### src/rtl/wcf_pkg.sv
`timescale 1ns/1ps
package wcf_pkg;
  localparam int STATE_W = 4;

  typedef enum logic [STATE_W-1:0] {
    ST_RESET   = 4'd0,
    ST_IDLE    = 4'd1,
    ST_D_SEL   = 4'd2,
    ST_D_CAP   = 4'd3,
    ST_D_SHIFT = 4'd4,
    ST_D_EXIT1 = 4'd5,
    ST_D_PAUSE = 4'd6,
    ST_D_EXIT2 = 4'd7,
    ST_D_UPD   = 4'd8,
    ST_I_SEL   = 4'd9,
    ST_I_CAP   = 4'd10,
    ST_I_SHIFT = 4'd11,
    ST_I_EXIT1 = 4'd12,
    ST_I_PAUSE = 4'd13,
    ST_I_EXIT2 = 4'd14,
    ST_I_UPD   = 4'd15
  } wcf_state_e;

  typedef struct packed {
    logic rst_n;
    logic ir_sel;
    logic shift_en;
    logic capture_en;
    logic update_en;
  } wcf_ctrl_t;
endpackage

### src/rtl/wcf_next_state.sv
`timescale 1ns/1ps
module wcf_next_state
  import wcf_pkg::*;
(
  input  wcf_state_e cur,
  input  logic       mode_sel,
  output wcf_state_e nxt
);
  always_comb begin
    nxt = cur;
    unique case (cur)
      ST_RESET:   nxt = mode_sel ? ST_RESET   : ST_IDLE;
      ST_IDLE:    nxt = mode_sel ? ST_D_SEL   : ST_IDLE;
      ST_D_SEL:   nxt = mode_sel ? ST_I_SEL   : ST_D_CAP;
      ST_D_CAP:   nxt = mode_sel ? ST_D_EXIT1 : ST_D_SHIFT;
      ST_D_SHIFT: nxt = mode_sel ? ST_D_EXIT1 : ST_D_SHIFT;
      ST_D_EXIT1: nxt = mode_sel ? ST_D_UPD   : ST_D_PAUSE;
      ST_D_PAUSE: nxt = mode_sel ? ST_D_EXIT2 : ST_D_PAUSE;
      ST_D_EXIT2: nxt = mode_sel ? ST_D_UPD   : ST_D_SHIFT;
      ST_D_UPD:   nxt = mode_sel ? ST_D_SEL   : ST_IDLE;
      ST_I_SEL:   nxt = mode_sel ? ST_RESET   : ST_I_CAP;
      ST_I_CAP:   nxt = mode_sel ? ST_I_EXIT1 : ST_I_SHIFT;
      ST_I_SHIFT: nxt = mode_sel ? ST_I_EXIT1 : ST_I_SHIFT;
      ST_I_EXIT1: nxt = mode_sel ? ST_I_UPD   : ST_I_PAUSE;
      ST_I_PAUSE: nxt = mode_sel ? ST_I_EXIT2 : ST_I_PAUSE;
      ST_I_EXIT2: nxt = mode_sel ? ST_I_UPD   : ST_I_SHIFT;
      ST_I_UPD:   nxt = mode_sel ? ST_D_SEL   : ST_IDLE;
      default:    nxt = ST_RESET;
    endcase
  end
endmodule

### src/rtl/wcf_state_reg.sv
`timescale 1ns/1ps
module wcf_state_reg
  import wcf_pkg::*;
(
  input  logic       clk,
  input  logic       rst_n,
  input  wcf_state_e nxt,
  output wcf_state_e cur
);
  always_ff @(posedge clk or negedge rst_n) begin
    if (!rst_n) cur <= ST_RESET;
    else        cur <= nxt;
  end
endmodule

### src/rtl/wcf_strobe_decode.sv
`timescale 1ns/1ps
module wcf_strobe_decode
  import wcf_pkg::*;
(
  input  wcf_state_e cur,
  input  logic       rst_n,
  output wcf_ctrl_t  ctrl
);
  logic in_ir_branch;

  always_comb begin
    unique case (cur)
      ST_I_SEL, ST_I_CAP, ST_I_SHIFT, ST_I_EXIT1,
      ST_I_PAUSE, ST_I_EXIT2, ST_I_UPD: in_ir_branch = 1'b1;
      default:                          in_ir_branch = 1'b0;
    endcase
  end

  always_comb begin
    ctrl            = '0;
    ctrl.rst_n      = rst_n && (cur != ST_RESET);
    ctrl.ir_sel     = rst_n && in_ir_branch;
    ctrl.shift_en   = rst_n && (cur == ST_D_SHIFT || cur == ST_I_SHIFT);
    ctrl.capture_en = rst_n && (cur == ST_D_CAP   || cur == ST_I_CAP);
    ctrl.update_en  = rst_n && (cur == ST_D_UPD   || cur == ST_I_UPD);
  end

  // the three strobes never overlap
  always_comb begin
    if (rst_n === 1'b1)
      a_r10_strobe_exclusive: assert ($countones({ctrl.shift_en, ctrl.capture_en, ctrl.update_en}) <= 1);
  end
endmodule

### src/rtl/wrapper_ctrl_fsm.sv
`timescale 1ns/1ps
module wrapper_ctrl_fsm
  import wcf_pkg::*;
(
  input  logic test_clk,
  input  logic test_rst_n,
  input  logic test_mode_sel,
  output logic wrap_clk,
  output logic wrap_rst_n,
  output logic wrap_ir_sel,
  output logic wrap_shift_en,
  output logic wrap_capture_en,
  output logic wrap_update_en
);
  localparam int HOLD_LEN = 5;
  localparam int HOLD_W   = $clog2(HOLD_LEN + 1);

  wcf_state_e st_cur, st_nxt;
  wcf_ctrl_t  ctrl;

  wcf_next_state u_next (.cur(st_cur), .mode_sel(test_mode_sel), .nxt(st_nxt));
  wcf_state_reg  u_reg  (.clk(test_clk), .rst_n(test_rst_n), .nxt(st_nxt), .cur(st_cur));
  wcf_strobe_decode u_dec (.cur(st_cur), .rst_n(test_rst_n), .ctrl(ctrl));

  assign wrap_clk        = test_clk;
  assign wrap_rst_n      = ctrl.rst_n;
  assign wrap_ir_sel     = ctrl.ir_sel;
  assign wrap_shift_en   = ctrl.shift_en;
  assign wrap_capture_en = ctrl.capture_en;
  assign wrap_update_en  = ctrl.update_en;

  // Counts consecutive mode-select-high edges; used only by the property for R4.
  logic [HOLD_W-1:0] ones_run;
  always_ff @(posedge test_clk or negedge test_rst_n) begin
    if (!test_rst_n)                      ones_run <= '0;
    else if (!test_mode_sel)              ones_run <= '0;
    else if (ones_run != HOLD_W'(HOLD_LEN)) ones_run <= ones_run + 1'b1;
  end

  a_r4_hold_reaches_reset: assert property (@(posedge test_clk) disable iff (!test_rst_n)
    (ones_run == HOLD_W'(HOLD_LEN)) |-> !wrap_rst_n);

  a_r7_capture_single: assert property (@(posedge test_clk) disable iff (!test_rst_n)
    wrap_capture_en |=> !wrap_capture_en && !wrap_update_en);

  a_r8_update_leaves: assert property (@(posedge test_clk) disable iff (!test_rst_n)
    wrap_update_en |=> !wrap_shift_en && !wrap_capture_en && !wrap_update_en && !wrap_ir_sel);

  a_r5_ir_entry: assert property (@(posedge test_clk) disable iff (!test_rst_n)
    (wrap_ir_sel && !$past(wrap_ir_sel)) |-> $past(test_mode_sel));

  a_r9_reset_quiet: assert property (@(posedge test_clk) disable iff (!test_rst_n)
    !wrap_rst_n |-> !wrap_ir_sel && !wrap_shift_en && !wrap_capture_en && !wrap_update_en);

  // asynchronous reset forces every output to its inactive level
  always_comb begin
    if (test_rst_n === 1'b0)
      a_r1_async_hold: assert (!wrap_rst_n && !wrap_ir_sel && !wrap_shift_en &&
                               !wrap_capture_en && !wrap_update_en);
  end
endmodule

### config.mk
export PLATFORM = sky130hd
export DESIGN_NAME = wrapper_ctrl_fsm
export DESIGN_NICKNAME = d
export VERILOG_FILES = /design/src/rtl/wcf_pkg.sv /design/src/rtl/wcf_next_state.sv /design/src/rtl/wcf_state_reg.sv /design/src/rtl/wcf_strobe_decode.sv /design/src/rtl/wrapper_ctrl_fsm.sv
export SDC_FILE = /design/constraint.sdc
export NUM_CORES = 1
export LEC_CHECK = 0
export BUFFER_PORTS_ARGS = -buffer_cell sky130_fd_sc_hd__clkbuf_2
export CAP_MARGIN = 25
export CORE_AREA = 3 3 40 42
export DETAILED_ROUTE_END_ITERATION = 7
export DIE_AREA = 0 0 43 45
export PLACE_DENSITY = 0.5
export RECOVER_POWER = 100
export SYNTH_ARGS = -nofsm -noshare
export SYNTH_HDL_FRONTEND = slang
export SYNTH_SLANG_ARGS = --single-unit
### constraint.sdc
create_clock -name test_clk -period 1.7 [get_ports test_clk]
set_clock_uncertainty 0.05 [all_clocks]
set_input_delay 0.255 -clock test_clk [delete_from_list [all_inputs] [get_ports test_clk]]
set_output_delay 0.255 -clock test_clk [all_outputs]
set_load 0.005 [all_outputs]
# Word level (Yosys, flattened, before mapping)
# Cells that the tools add are included.
[word_totals] inputBits=3 word_cells=44 reg_bits=4 mem_count=0 out_inout_bits=6 rom_bits=0 mem_bits_rw=0 latchBits=0
[op_classes] div_mod_pow=0 eq_ne=15 order_cmp=0 mul=0 mux=14 reduce_logical=14 n_addsub=0 n_shift=0 bitwise_logic=0
[op_table] op="4-bit one-hot mux with 12 select lines" count=1
[op_table] op="4-bit == test (second input constant)" count=8
[op_table] op="4-bit by 3-bit == test with 1-bit output (second input constant)" count=4
[op_table] op="4-bit 2-to-1 mux" count=4
[op_table] op="4-bit by 2-bit == test with 1-bit output (second input constant)" count=2
[op_table] op="7-bit OR reduction" count=1
[op_table] op="2-bit 2-to-1 mux" count=3
[op_table] op="3-bit 2-to-1 mux" count=2
[op_table] op="1-bit logical AND" count=5
[op_table] op="4-bit by 1-bit == test with 1-bit output (second input constant)" count=1
[op_table] op="4-bit logical NOT" count=1
[op_table] op="1-bit 2-to-1 mux" count=4
[op_table] op="4-bit nonzero test" count=1
[op_table] op="2-bit OR reduction" count=2
[op_table] op="1-bit logical OR" count=3
[op_table] op="3-bit OR reduction" count=1

# Depth between registers and ports, before layout
# Gate-level depths: netlist (run 1).
[depth] depth_word=4 mapped_depth=5 mapped_depth_nobuf=3

# Hierarchy
# Synthesis (run 1) repeated with hierarchy kept, for this count alone.
[hier_totals] hier_cells=49 hier_area_um2=395.4
[modules_own_cells] mod="wcf_next_state" area_per_inst_um2=209.0 instances=1 cells_per_inst=33
[modules_own_cells] mod="wcf_state_reg" area_per_inst_um2=100.1 instances=1 cells_per_inst=4
[modules_own_cells] mod="wcf_strobe_decode" area_per_inst_um2=78.8 instances=1 cells_per_inst=11
[modules_own_cells] mod="wrapper_ctrl_fsm" area_per_inst_um2=7.5 instances=1 cells_per_inst=1

==> results of run 1 <==
-- how the worst max path moves through the flow --
stage                     end  cells after the start  slack [ns]    startpoint
2_1_floorplan      wrap_rst_n                      3        0.38  u_reg.cur[0]
3_3_place_gp    wrap_shift_en                      4        0.29  u_reg.cur[3]
3_5_place_dp   wrap_update_en                      3        0.27  u_reg.cur[1]
4_1_cts        wrap_update_en                      3       0.005  u_reg.cur[1]
5_1_grt           wrap_ir_sel                      5       0.007    test_rst_n
6_report       wrap_update_en                      3        0.07  u_reg.cur[0]
-- cell type report --
type                            count  area [um2]  area share, %
Sequential cell                     4         104           21.2
Inverter                            2        7.51           1.53
Timing Repair Buffer               12        76.3           15.6
Multi-Input combinational cell     38         251           51.3
Clock buffer                        5        32.5           6.63
Tap cell                           15        18.8           3.83
-- synthesized netlist by cell type (2+ instances only) --
cell	instances	area (um2)
nand3_1	4	20.0
nand2_1	3	11.3
a21oi_1	2	10.0
nor2b_1	3	18.8
inv_1	2	7.51
dfrtp_1	4	100
o21ai_0	4	20.0
buf_4	4	30.0
xor2_1	2	17.5
buf_6	3	33.8
and3_1	2	12.5
-- what timing repair did --
| item | in CTS | in global routing |
|---|---|---|
| endpoints found under the setup margin | 0 | 3 |
| hold buffers | 1 | 0 |
| setup buffers | 0 | 2 |
| resized for setup | 0 | 4 |
| endpoints found under the hold margin | 4 | 0 |
-- cell families after synthesis --
family,count (synthesis),synth area share (%)
AO/OA/AOI/OAI,16,27.2
XOR/XNOR,2,4.14
buffers and inverters,9,16.9
flip-flops,4,23.7
AND/OR/NAND/NOR,20,28.1
-- critical path, cell delays in order, from the launching register on --
cell and delay, ns:
dfrtp_2 0.45, or3_4 0.38, a21oi_2 0.13, clkbuf_2 0.12
-- layer usage --
layer	up-vias	track usage, %	part of all wire (%)
li1	209	-	-
met4	0	9.04	2.1
met3	2	1.20	5.6
met2	14	13.5	48
met1	182	13.3	44
met5	-	0	0
-- power by group --
part	switching (W)	internal (W)
Sequential	0.0000875	0.000149
Clock	0.0000621	0.000110
Combinational	0.000228	0.000224
Total	0.000378	0.000483
-- stage by stage --
| stage | hold slack (ns) | total power [W] | std cells |
|---|---|---|---|
| after floorplan | -0.0906 | 0.000658 | 51 |
| after global placement | 0.0453 | 0.000690 | 69 |
| after detailed placement | 0.0450 | 0.000683 | 69 |
| after CTS | 0.322 | 0.000835 | 74 |
| after global routing | 0.322 | 0.000946 | 76 |
| final | 0.314 | 0.000861 | 76 |
==> flow_summary.toml, run 1 <==
[floorplan]
die_w_um = 43
fp.dieArea_um2 = 1940
rows = 13
ios = 9
start_util_pct = 32.9
die_h_um = 45
coreArea_um2 = 1280

[setup_path]
cp_max_fo = 7
reg2reg_from = "u_reg.cur[0]"
startpoint_type = "flop"
r2r_setup_slack_ns = 0.21
r2r_end = "u_reg.cur[0]"
critical_path_class = "reg -> out"
r2r_cells = 4
critPathRequiredTime_ns = 1.39
crit_path_end_kind = "primary output"
crit_arrival_ns = 1.32

[routing]
ant_nets = 0
post_drt_wl_per_cell_um = 11.4
first_iter_violations = 6
firstDrtPassIters = 4
drc_errors = 0
via_per_inst = 5.36
via_count = 407
wirelength_um = 868

[clock_network]
clk_latency_ns = 0.24
cts_tree = "done"
cts-root-buf = "clkbuf_4"
ctsLongestPathBuffers = 2
htreeDepth = 1
clk_pin_slew_worst_paths_ns = 0.05
cts_buffers = 3

[yosys]
syn-instance-count = 51
avgSynthCellArea_um2 = 8.29
ys_types = 29
ys_seq_area_share_pct = 23.7
ys_ff_latch = 4
synth_warnings = 0
synth_flop_cell = "dfrtp_1"
netlist_area_um2 = 423
synth_edf_count = 0
synthArstFlopShare_pct = 100
synth_nets = 54

[finish]
final_cell_mix = "8 x clkbuf_2, 4 x nand3_1, 4 x o21ai_0"
biggestRegsByFlops = "u_reg.cur (4)"
final_core_util_pct = 38.2
fin_area_um2 = 490
num_antenna_cells = 0
largest_register_ffs = 4
largest_register = "u_reg.cur"
nets = 65
drive_above_1_share_pct = 32.8
area_growth_syn_to_layout_pct = 16.0
n_fill_cell = 137
final_common_cell = "clkbuf_2"

[global_routing]
grt_use_total_pct = 9.85
grt_pass1_wl_um = 1410
antenna_found_initial = 0
grt_pass1_vias = 322
grt_overflow = 0
grt_max_degree = 15

[sta]
worstMarginPinSlew_ns = 0.402
slew_headroom_pct = 73.2
finalHoldViolCount = 0
fmax_mhz = 615
setup_viol = 0
rsz0062_at_grt = "no"
drv_slew = 0
fin_tns_setup_ns = 0
finalCriticalPeriod_ns = 1.63
fin_ws_ns = 0.0733
post-route-period-util_pct = 95.7

[power]
ir_worst_vdd_mv = 0.502
p_leak_nw = 0.215
power_density_nw_per_um2 = 1760

[placed_design]
place_area_um2 = 433
place_ws_ns = 0.270
io_buffers = 8
dp_hpwl_um = 582
place_congestion = 0.789

[outcome]
status = "completed"

[job]
maxCapViolations = 0

[min_path]
hold_path.class = "in -> async"
Power figures use the tool's default switching activity.
==> run 2, diff against run 1 <==
--- a/config.mk
+++ b/config.mk
@@ -7,9 +7,9 @@
 export LEC_CHECK = 0
 export BUFFER_PORTS_ARGS = -buffer_cell sky130_fd_sc_hd__clkbuf_2
 export CAP_MARGIN = 25
-export CORE_AREA = 3 3 40 42
+export CORE_AREA = 2 2 39 41
 export DETAILED_ROUTE_END_ITERATION = 7
-export DIE_AREA = 0 0 43 45
+export DIE_AREA = 0 0 41 43
 export PLACE_DENSITY = 0.5
 export RECOVER_POWER = 100
 export SYNTH_ARGS = -nofsm -noshare
==> run 2 against run 1 <==
  * Setup slack improved by 0.0079 ns
  * Via count decreased by 0.49%
  * Critical path depth unchanged
  * Sequential share of layout area about the same
  * Final cell count increased by 1.3%
  * Worst hold slack improved by 0.0063 ns
  * Clock power decreased by 5%
  * Combinational power about the same
  * Sequential power increased by 11%
  * Highest routed layer is now met3
  * Total power increased by 1.7%
  * Register-to-register slack improved by 0.07 ns
  * First-iteration DRC count increased by 100%
==> flow_summary.toml, run 2 (synthesis results as in run 1) <==
[clock_network]
clk_pin_slew_worst_paths_ns = 0.04
cts_tree = "done"
ctsLongestPathBuffers = 2
cts_buffers = 3
clk_latency_ns = 0.24
cts-root-buf = "clkbuf_4"
htreeDepth = 1

[placed_design]
dp_cells = 70
place_area_um2 = 434
io_buffers = 8
place_congestion = 0.726
dp_hpwl_um = 611

[routing]
first_iter_violations = 12
via_per_inst = 5.26
wirelength_um = 885
drc_errors = 0
via_count = 405
firstDrtPassIters = 4
ant_nets = 0
post_drt_wl_per_cell_um = 11.5

[sta]
slew_headroom_pct = 82.2
setup_viol = 0
worstMarginPinSlew_ns = 0.263
finalHoldViolCount = 0
drv_slew = 0
fin_tns_setup_ns = 0
post-route-period-util_pct = 95.2
fmax_mhz = 618
finalCriticalPeriod_ns = 1.62
rsz0062_at_grt = "no"

[outcome]
status = "completed"

[finish]
n_fill_cell = 146
final_core_util_pct = 35.8
area_growth_syn_to_layout_pct = 17.2
final_common_cell = "clkbuf_2"
instances_no_fill = 77
largest_register = "u_reg.cur"
fin_area_um2 = 495
nets = 65
largest_register_ffs = 4
biggestRegsByFlops = "u_reg.cur (4)"
final_cell_mix = "6 x clkbuf_2, 4 x nand3_1, 4 x o21ai_0, 4 x buf_4, 4 x dfrtp_2"
drive_above_1_share_pct = 36.1
num_antenna_cells = 0

[power]
power_density_nw_per_um2 = 1770
p_leak_nw = 0.203
ir_worst_vdd_mv = 0.765

[floorplan]
coreArea_um2 = 1380
fp.dieArea_um2 = 1760
die_h_um = 43
rows = 14
die_w_um = 41
ios = 9
start_util_pct = 30.6

[global_routing]
grt_pass1_vias = 331
antenna_found_initial = 0
grt_use_total_pct = 11.5
grt_overflow = 0
grt_max_degree = 15
grt_pass1_wl_um = 1390

[setup_path]
critPathRequiredTime_ns = 1.39
critical_path_class = "reg -> out"
startpoint_type = "flop"
cp_max_fo = 8
crit_arrival_ns = 1.31
crit_path_end_kind = "primary output"

[min_path]
hold_path.class = "in -> async"

[job]
maxCapViolations = 0
==> run 2: worst max-delay path, cell delays in order (launching register included) <==
cell      delay (ns)
dfrtp_2         0.45
or3_4           0.39
nor2b_1         0.14
clkbuf_2        0.10
==> run 2: power breakdown <==
| group | total (W) | internal, W | switching (W) |
|---|---|---|---|
| Sequential | 0.000262 | 0.000151 | 0.000111 |
| Clock | 0.000164 | 0.000110 | 0.0000544 |
| Combinational | 0.000450 | 0.000236 | 0.000214 |
| Total | 0.000876 | 0.000497 | 0.000379 |
==> run 2: what timing repair did <==
action	in CTS	in global routing
endpoints found under the setup margin	0	3
setup buffers	0	2
endpoints found under the hold margin	4	0
resized for setup	0	9
hold buffers	1	0
==> run 2: area by class of cell <==
type	count	area, um2	share of cell area [%]
multi-input combinational	38	251	50.8
sequential	4	105	21.2
timing repair buffer	12	78.8	15.9
clock buffer	5	32.5	6.57
tap	16	20.0	4.04
inverter	2	7.51	1.52
==> run 2: stage by stage <==
| step | setup WS [ns] | total power [W] | hold WS, ns |
|---|---|---|---|
| 3_3_place_gp | 0.258 | 0.000702 | 0.0466 |
| 2_1_floorplan | 0.379 | 0.000658 | -0.0906 |
| 5_1_grt | 0.000569 | 0.000968 | 0.320 |
| 6_report | 0.0811 | 0.000876 | 0.320 |
| 4_1_cts | 0.0125 | 0.000839 | 0.331 |
| 3_5_place_dp | 0.268 | 0.000688 | 0.0476 |
==> run 2: final timing paths <==
kind / endpoint / from / depth (start not counted) / slack [ns]
setup / recovery: wrap_ir_sel / u_reg.cur[0] / 3 / 0.08
hold / removal: u_reg.cur[0] / test_rst_n / 2 / 0.32
setup reg to reg: u_reg.cur[3] / u_reg.cur[1] / 4 / 0.28
hold reg to reg: u_reg.cur[3] / u_reg.cur[2] / 1 / 0.54
max in group asynchronous: u_reg.cur[1] / test_rst_n / 2 / 1.14
min in group test_clk: u_reg.cur[2] / test_mode_sel / 3 / 0.44
==> run 2: routing by layer <==
metal | vias up | share of wire [%] | GRT usage (%) | wire length, um
li1 | 205 | - | - | -
met1 | 185 | 46 | 16.6 | 410
met2 | 15 | 46 | 15.0 | 409
met3 | 0 | 7.3 | 7.85 | 65
met4 | 0 | 0 | 0 | 0
met5 | - | 0 | 0 | 0
==> run 3, diff against run 2 <==
==> constraint.sdc (replaced) <==
create_clock -name test_clk -period 2 [get_ports test_clk]
set_clock_uncertainty 0.05 [all_clocks]
set_input_delay 0.3 -clock test_clk [delete_from_list [all_inputs] [get_ports test_clk]]
set_output_delay 0.3 -clock test_clk [all_outputs]
set_load 0.005 [all_outputs]
==> run 3 against run 2 <==
  * Register-to-register slack better by 0.31 ns
  * Final area down 9.6%
  * Largest cell class unchanged
  * Highest routed layer unchanged
  * Critical endpoint is now wrap_update_en
  * Largest power group is now registers
  * Die area did not move
==> flow_summary.toml, run 3 (synthesis results as in run 1) <==
[sta]
fin_ws_ns = 0.173
worstMarginPinSlew_ns = 0.471
finalHoldViolCount = 0
finalCriticalPeriod_ns = 1.83
slew_headroom_pct = 68.6
fmax_mhz = 547
holdWs_ns = 0.374
post-route-period-util_pct = 91.3
drv_slew = 0
rsz0062_at_grt = "no"
fin_tns_setup_ns = 0
setup_viol = 0

[placed_design]
place_congestion = 0.737
place_ws_ns = 0.434
place_area_um2 = 419
dp_hpwl_um = 566
io_buffers = 8

[outcome]
status = "completed"

[finish]
biggestRegsByFlops = "u_reg.cur (4)"
final_cell_mix = "9 x clkbuf_2, 4 x nand3_1, 4 x o21ai_0, 4 x dfrtp_1"
nets = 61
area_growth_syn_to_layout_pct = 5.92
largest_register = "u_reg.cur"
drive_above_1_share_pct = 22.8
final_common_cell = "clkbuf_2"
fin_area_um2 = 448
num_antenna_cells = 0
largest_register_ffs = 4

[floorplan]
start_util_pct = 30.6
coreArea_um2 = 1380
die_h_um = 43
fp.dieArea_um2 = 1760
die_w_um = 41
ios = 9
rows = 14

[clock_network]
htreeDepth = 1
cts_buffers = 3
clk_latency_ns = 0.24
cts-root-buf = "clkbuf_4"
cts_tree = "done"
clk_pin_slew_worst_paths_ns = 0.04
ctsLongestPathBuffers = 2

[routing]
post_drt_wl_per_cell_um = 11.2
drc_errors = 0
ant_nets = 0
firstDrtPassIters = 4
first_iter_violations = 2
wirelength_um = 817
via_per_inst = 5.18
via_count = 378

[job]
maxCapViolations = 0

[setup_path]
r2r_setup_slack_ns = 0.59
crit_slowest_cell = "dfrtp_1"
cp_num_buf_inv = 1
critPathRequiredTime_ns = 1.65
path_cells = "or3_1 -> a21oi_1 -> clkbuf_2"
critPathTopFamily = "flip-flops"
crit_arrival_ns = 1.48
r2r_end = "u_reg.cur[3]"
critical_path_class = "reg -> out"
startpoint_type = "flop"
cp_max_fo = 17
reg2reg_from = "u_reg.cur[3]"
crit_path_end_kind = "primary output"
r2r_cells = 3
slowest_delay_ns = 0.54

[global_routing]
grt_pass1_vias = 270
grt_use_total_pct = 10.5
antenna_found_initial = 0
grt_pass1_wl_um = 1240
grt_max_degree = 18
grt_overflow = 0

[power]
ir_worst_vdd_mv = 0.730
power_density_nw_per_um2 = 1460
p_total_w = 0.000654
p_leak_nw = 0.190

[min_path]
hold_path.class = "in -> async"
## run 3: changes by cell type in the layout (fill, tap and decap cells not counted), sizes merged
| cell | change |
|---|---|
| buf | -5 |
| clkbuf | +2 |
| clkdlybuf4s25 | -1 |
## run 3: timing repair
item,CTS,global route
buffers inserted,0,0
gates resized for setup,0,0
endpoints found under the setup margin,0,0
hold endpoints to repair,4,0
hold buffers,1,0
## run 3: cell type report
| cell class | count | area [um2] |
|---|---|---|
| sequential | 4 | 100 |
| timing repair buffer | 8 | 45.0 |
| tap | 16 | 20.0 |
| inverter | 2 | 7.51 |
| multi-input combinational | 38 | 243 |
| clock buffer | 5 | 32.5 |
| fill | 156 | 936 |
## run 3: worst register-to-register path: cells and delay by family (launching register included)
family / cells / cell delay, ns
DFF: 1 / 0.61
buffers and inverters: 1 / 0.16
AOI/OAI and AO/OA: 2 / 0.51
## run 3: worst max-delay path by stage
stage,slack (ns),startpoint,to,cells past startpoint
after detailed placement,0.43,u_reg.cur[0],wrap_update_en,3
after global routing,0.06,u_reg.cur[0],wrap_update_en,3
after CTS,0.17,u_reg.cur[0],wrap_update_en,3
after floorplan,0.54,test_clk,wrap_clk,1
after global placement,0.44,u_reg.cur[0],wrap_update_en,3
final,0.17,u_reg.cur[0],wrap_update_en,3
## run 3: per-layer routing
layer / global-route usage [%] / part of all wire [%] / up-vias
li1: - / - / 198
met1: 17.4 / 52 / 168
met2: 11.3 / 41 / 12
met3: 6.28 / 6.6 / 0
met4: 2.00 / 0 / 0
met5: 0 / 0 / -
## run 3: power by group
part	leakage (nW)	total (W)	internal, W	switching, W
Clock	0.0221	0.000143	0.0000934	0.0000493
Sequential	0.0491	0.000257	0.000119	0.000138
Combinational	0.118	0.000255	0.000142	0.000112
## run 3: per-stage QoR
step	instances	util (%)
finish	73	32.4
global placement	68	30.3
floorplan	51	-
global route	73	32.4
CTS	73	33.0
detailed placement	68	30.3
